**src/rtl/adc_ctrl_pkg.sv**
```systemverilog
package adc_ctrl_pkg;
  // bit positions of the control/status word
  localparam int unsigned B_EN    = 0;
  localparam int unsigned B_START = 1;
  localparam int unsigned B_AUTO  = 2;
  localparam int unsigned B_IE    = 3;
  localparam int unsigned B_FLAG  = 4;
  localparam int unsigned B_PSEL  = 5;

  // divider code to system cycles per converter-clock period
  function automatic int unsigned psel_div(input int unsigned code);
    return (code < 2) ? 32'd2 : (32'd1 << code);
  endfunction
endpackage

```
**src/rtl/adc_clk_div.sv**
```systemverilog
module adc_clk_div #(
  parameter int unsigned PSEL_W = 3,
  localparam int unsigned CNT_W = (1 << PSEL_W) - 1
) (
  input  logic              clk,
  input  logic              rst_n,
  input  logic              run,
  input  logic [PSEL_W-1:0] psel,
  output logic              tick
);
  logic [CNT_W-1:0] cnt;
  logic [CNT_W-1:0] lim;

  assign lim  = CNT_W'(adc_ctrl_pkg::psel_div(32'(psel)) - 1);
  assign tick = run && (cnt >= lim);

  always_ff @(posedge clk or negedge rst_n) begin
    if (!rst_n)        cnt <= '0;
    else if (!run)     cnt <= '0;
    else if (tick)     cnt <= '0;
    else               cnt <= cnt + 1'b1;
  end

  AST_TICK_GAP: assert property (@(posedge clk) disable iff (!rst_n)
    tick |=> !tick);
endmodule

```
**src/rtl/adc_trig_edge.sv**
```systemverilog
module adc_trig_edge #(
  parameter int unsigned TRIG_N = 4,
  localparam int unsigned SEL_W = (TRIG_N > 1) ? $clog2(TRIG_N) : 1
) (
  input  logic              clk,
  input  logic              rst_n,
  input  logic [TRIG_N-1:0] src,
  input  logic [SEL_W-1:0]  sel,
  output logic              rise
);
  logic [TRIG_N-1:0] prev;

  for (genvar g = 0; g < TRIG_N; g++) begin : g_hist
    always_ff @(posedge clk or negedge rst_n) begin
      if (!rst_n) prev[g] <= 1'b0;
      else        prev[g] <= src[g];
    end
  end

  assign rise = src[sel] && !prev[sel];

  AST_RISE_SINGLE: assert property (@(posedge clk) disable iff (!rst_n)
    rise |=> (!rise || (sel != $past(sel))));
endmodule

```
**src/rtl/adc_conv_model.sv**
```systemverilog
module adc_conv_model #(
  parameter int unsigned CYCLES = 13,
  parameter int unsigned RES_W  = 10,
  localparam int unsigned CW = (CYCLES > 1) ? $clog2(CYCLES) : 1
) (
  input  logic             clk,
  input  logic             rst_n,
  input  logic             run,
  input  logic             tick,
  input  logic             start,
  input  logic [RES_W-1:0] sample,
  output logic             busy,
  output logic             done,
  output logic [RES_W-1:0] result
);
  logic [CW-1:0]    tcnt;
  logic [RES_W-1:0] held;

  assign done = busy && tick && (tcnt == CW'(CYCLES - 1));

  always_ff @(posedge clk or negedge rst_n) begin
    if (!rst_n) begin
      busy   <= 1'b0;
      tcnt   <= '0;
      held   <= '0;
      result <= '0;
    end else if (start && !busy) begin
      busy <= 1'b1;
      tcnt <= '0;
      held <= sample;
    end else if (!run) begin
      busy <= 1'b0;
      tcnt <= '0;
    end else if (busy && tick) begin
      if (done) begin
        busy   <= 1'b0;
        result <= held;
      end else begin
        tcnt <= tcnt + 1'b1;
      end
    end
  end

  AST_DONE_ENDS: assert property (@(posedge clk) disable iff (!rst_n)
    done |=> !busy);
  AST_RESULT_HOLD: assert property (@(posedge clk) disable iff (!rst_n)
    (busy && !done) |=> $stable(result));
endmodule

```
**src/rtl/adc_ctrl_unit.sv**
```systemverilog
module adc_ctrl_unit #(
  parameter int unsigned PSEL_W      = 3,
  parameter int unsigned CONV_CYCLES = 13,
  parameter int unsigned RES_W       = 10,
  parameter int unsigned TRIG_N      = 4,
  localparam int unsigned REG_W = 5 + PSEL_W,
  localparam int unsigned SEL_W = (TRIG_N > 1) ? $clog2(TRIG_N) : 1
) (
  input  logic              clk,
  input  logic              rst_n,
  input  logic              wr_en,
  input  logic [REG_W-1:0]  wr_data,
  output logic [REG_W-1:0]  rd_data,
  input  logic [TRIG_N-1:0] trig_src,
  input  logic [SEL_W-1:0]  trig_sel,
  input  logic              gie,
  input  logic              irq_ack,
  output logic              irq,
  input  logic [RES_W-1:0]  sample_in,
  output logic [RES_W-1:0]  result,
  output logic              conv_tick
);
  import adc_ctrl_pkg::*;

  logic              en_q, auto_q, ie_q, flag_q;
  logic [PSEL_W-1:0] psel_q;
  logic              trig_rise, busy, conv_done;
  logic              sw_start, hw_start, conv_start, flag_clr;

  // named internal events
  assign sw_start   = wr_en && wr_data[B_EN] && wr_data[B_START];
  assign hw_start   = en_q && auto_q && trig_rise && !(wr_en && !wr_data[B_EN]);
  assign conv_start = sw_start || hw_start;
  assign flag_clr   = (wr_en && wr_data[B_FLAG]) || irq_ack;

  always_ff @(posedge clk or negedge rst_n) begin
    if (!rst_n) begin
      en_q   <= 1'b0;
      auto_q <= 1'b0;
      ie_q   <= 1'b0;
      psel_q <= '0;
    end else if (wr_en) begin
      en_q   <= wr_data[B_EN];
      auto_q <= wr_data[B_AUTO];
      ie_q   <= wr_data[B_IE];
      psel_q <= wr_data[B_PSEL +: PSEL_W];
    end
  end

  always_ff @(posedge clk or negedge rst_n) begin
    if (!rst_n)         flag_q <= 1'b0;
    else if (conv_done) flag_q <= 1'b1;
    else if (flag_clr)  flag_q <= 1'b0;
  end

  adc_clk_div #(.PSEL_W(PSEL_W)) u_div (
    .clk(clk), .rst_n(rst_n), .run(en_q), .psel(psel_q), .tick(conv_tick)
  );

  adc_trig_edge #(.TRIG_N(TRIG_N)) u_trig (
    .clk(clk), .rst_n(rst_n), .src(trig_src), .sel(trig_sel), .rise(trig_rise)
  );

  adc_conv_model #(.CYCLES(CONV_CYCLES), .RES_W(RES_W)) u_conv (
    .clk(clk), .rst_n(rst_n), .run(en_q), .tick(conv_tick), .start(conv_start),
    .sample(sample_in), .busy(busy), .done(conv_done), .result(result)
  );

  assign rd_data = {psel_q, flag_q, ie_q, auto_q, busy, en_q};
  assign irq     = flag_q && ie_q && gie;

  AST_SET_WINS: assert property (@(posedge clk) disable iff (!rst_n)
    conv_done |=> flag_q);
  AST_ACK_CLEARS: assert property (@(posedge clk) disable iff (!rst_n)
    (irq_ack && !conv_done) |=> !flag_q);
  AST_W1C: assert property (@(posedge clk) disable iff (!rst_n)
    (wr_en && wr_data[B_FLAG] && !conv_done) |=> !flag_q);
  AST_START_NEEDS_EN: assert property (@(posedge clk) disable iff (!rst_n)
    $rose(busy) |-> en_q);
endmodule

```
**config.mk**
```make
export PLATFORM = sky130hd
export DESIGN_NAME = adc_ctrl_unit
export DESIGN_NICKNAME = d
export VERILOG_FILES = /design/src/rtl/adc_ctrl_pkg.sv /design/src/rtl/adc_clk_div.sv /design/src/rtl/adc_trig_edge.sv /design/src/rtl/adc_conv_model.sv /design/src/rtl/adc_ctrl_unit.sv
export SDC_FILE = /design/constraint.sdc
export NUM_CORES = 1
export LEC_CHECK = 0
export BUFFER_PORTS_ARGS = -buffer_cell sky130_fd_sc_hd__buf_2
export CAP_MARGIN = 25
export CORE_UTILIZATION = 55
export DETAILED_ROUTE_END_ITERATION = 12
export HOLD_SLACK_MARGIN = 0.12
export PLACE_DENSITY = 0.85
export SYNTH_ARGS = -nofsm -noshare
export SYNTH_HDL_FRONTEND = slang
export SYNTH_SLANG_ARGS = --single-unit
```
**constraint.sdc**
```tcl
create_clock -name clk -period 3.4 [get_ports clk]
set_input_delay 0.34 -clock clk [delete_from_list [all_inputs] [get_ports clk]]
set_output_delay 0.34 -clock clk [all_outputs]
set_load 0.01 [all_outputs]
```
==> flow_summary_export.csv <==
group,metric,value,unit
hold_path,hp-class,"input port to flop",
clock_tree,clkTransAtPathRegs,70,ps
placement,dpl_worst_slack,860,ps
placement,port_buffers,48,
critical_path,critPathKind,"flop to flop",
synthesis,synthTopCellsByArea,"dfrtp_1 (53%), mux2_2 (8.9%), mux2_4 (6.7%)",
timing,min_period_over_period,74.9,%
critical_path,worst_setup_path_start_kind,"flop",
synthesis,synth_top_family_by_area,"multiplexers",
floorplanning,start_util,58.9,%
synthesis,synth_compound_area_share,7.77,%
global_route,gr-usage-all-layers,20.7,%
timing,max_freq,393,MHz
timing,finalHoldViolations,0,
timing,finClkSkew,2.66,ps
route,drcViolationCount,0,
timing,slew_violations,0,
synthesis,synth-simple-area-share,10.2,%
clock_tree,htree_levels,2,
cells_and_area,post-route-util,68.6,%
synthesis,syn_nets,204,
cells_and_area,syn_to_final_growth,16.4,%
clock_tree,cts.path.max_buffers,2,
route,viasPerCell,5.20,
power,total_power,1.06,mW
clock_tree,worstSkewPairLatency,290,ps
timing,worstMarginPinSlew,907,ps
route,top_layer,"met4",
clock_tree,ctsHoldBuffers,0,
placement,dpl.hpwl,2.56,mm
cells_and_area,finalNonFillerCells,259,
clock_tree,cts-root-buf,"clkbuf_8",
synthesis,yosys_warnings,0,
cells_and_area,final_common_cell,"buf_2",
placement,dp.cells,252,
clock_tree,postCtsSetupBuffers,0,
route,wl_met1,1.68,mm
power,peakVddDrop,260,µV
timing,setup_viol,0,
cells_and_area,fin_nets,252,
clock_tree,cts_resized,0,
timing,setup_tns,0,ps
critical_path,endpoint_kind,"flop",
synthesis,synth_mux_area_share,16.0,%
timing,setup_ws,854,ps
status,status,"complete, no violations",
route,finalWirelength,3.48,mm
timing,slew_headroom,39.6,%
timing,hold-worst-slack,164,ps
floorplanning,dieArea,3930,µm²
cells_and_area,antenna_cells,0,
power,power_density,449,nW/µm²
synthesis,synthXorXnorAreaFrac,2.16,%
timing,min_period,2550,ps
synthesis,avgSynthCellArea,12.3,µm²
floorplanning,io_pins,49,
global_route,grt_max_degree,44,
placement,dpl_cell_area,2270,µm²
floorplanning,rows,21,
synthesis,synth_seq_cells,43,
cells_and_area,final_cell_mix,"buf_2 (48), dfrtp_1 (43), mux2_2 (16)",
route,drtAntennaViolNets,0,
clock_tree,numCtsBuffers,5,
critical_path,cp.required,3580,ps
synthesis,netlist_area,2030,µm²
route,wl_per_cell,13.5,µm
route,vias,1348,
global_route,grt_pass1_vias,1368,
route,wl_met3,187,µm
clock_tree,clock_sinks,43,
job,maxCapViolations,0,
synthesis,synth-seq-area-share,53.1,%
global_route,grt_pass1_wl,6.07,mm
floorplanning,die_x,62.7,µm
synthesis,yosys.area.top_type,"dfrtp_1",
power,p_leak,1.19,nW
cells_and_area,design_area,2360,µm²
floorplanning,core,3440,µm²
critical_path,cp.arrival,2730,ps
global_route,antenna_found_initial,0,
route,drt-initial-drc-count,63,
critical_path,crit_fanout,11,
placement,routabilityCongestion,0.797,
timing,rsz0062_at_grt,"false",
route,first_pass_iters,4,
global_route,gr-total-overflow,0,
synthesis,synthAdderAreaFrac,6.17,%
synthesis,ys_types,35,
synthesis,synthCells,165,
route,wl_met2,1.54,mm
clock_tree,cts_tree,"done",
cells_and_area,drive_above_1_share,39.9,%
synthesis,synth_top_area_share,53.1,%
floorplanning,die_h,62.7,µm
-- cells by family (layout without fill, tap and decap cells) --
group	Yosys count	count (layout)
multiplexers	26	26
buffers and inverters	16	64
other	1	1
adder cells (fa/ha/maj)	10	10
flip-flops	43	43
XOR/XNOR	5	5
AO/OA/AOI/OAI	23	23
AND/OR/NAND/NOR	41	41
-- path summary, 6_finish.rpt --
path / start / end / slack (ps) / cells past startpoint
max reg2reg: psel_q[1] / u_conv.result[4] / 850 / 8
max in group asynchronous: rst_n / u_conv.held[9] / 2670 / 1
min reg2reg: u_div.cnt[0] / u_div.cnt[0] / 500 / 1
max: psel_q[1] / u_conv.result[4] / 850 / 8
min in group asynchronous: rst_n / psel_q[2] / 180 / 1
min: trig_src[1] / u_trig.prev[1] / 160 / 1
-- state kept, by name (all words and copies together), names as in the netlist --
register and cells:
u_conv.held 10, u_conv.result 10, u_div.cnt 7, u_conv.tcnt 4, u_trig.prev 4, psel_q 3, auto_q 1, en_q 1
flag_q 1, ie_q 1, u_conv.busy 1
-- area by class of cell --
class / instances / area (µm²)
Fill cell: 260 / 1080
Sequential cell: 43 / 1080
Multi-Input combinational cell: 106 / 862
Timing Repair Buffer: 49 / 248
Clock buffer: 6 / 82.6
Tap cell: 46 / 57.6
Inverter: 8 / 30.0
Clock inverter: 1 / 5.00
-- layer usage --
| layer | track usage (%) | vias up |
|---|---|---|
| met4 | 9.01 | 0 |
| met1 | 26.3 | 635 |
| li1 | - | 654 |
| met2 | 32.2 | 51 |
| met5 | 0 | - |
| met3 | 7.12 | 8 |
-- power breakdown --
part / leakage, nW / switching, mW / internal (mW)
sequential: 0.554 / 0.0352 / 0.565
combinational: 0.589 / 0.0648 / 0.0762
clock: 0.0470 / 0.161 / 0.159
total: 1.19 / 0.261 / 0.800
-- worst max-delay path, cell delays in order (launching register included) --
cell and delay [ps]:
dfrtp_1 440, a21oi_1 100, ha_1 310, a21o_1 120, a31oi_1 50, o21ai_1 280
a21oi_4 140, nor2_2 600, mux2_2 400
-- cells in the mapped netlist --
cell type	n
buf_6	1
a21oi_4	1
o311a_1	1
o21ai_0	6
a31oi_1	1
a21oi_1	6
and2b_1	1
mux2i_1	1
and3_1	2
a21o_1	3
nand3b_1	2
conb_1	1
mux2_4	9
a221oi_1	1
nand2_1	8
nor2_2	1
mux2_2	16
xnor2_1	3
nand3_1	7
o31ai_2	1
nand4b_1	2
xor2_1	2
dfrtp_1	43
nand2b_1	3
ha_1	10
nor2_1	12
clkbuf_1	1
o21ai_1	1
or2_2	1
a22o_1	1
nor2b_1	1
or2_1	1
buf_4	6
o21bai_1	1
inv_1	8
(Power assumes the default switching activity.)
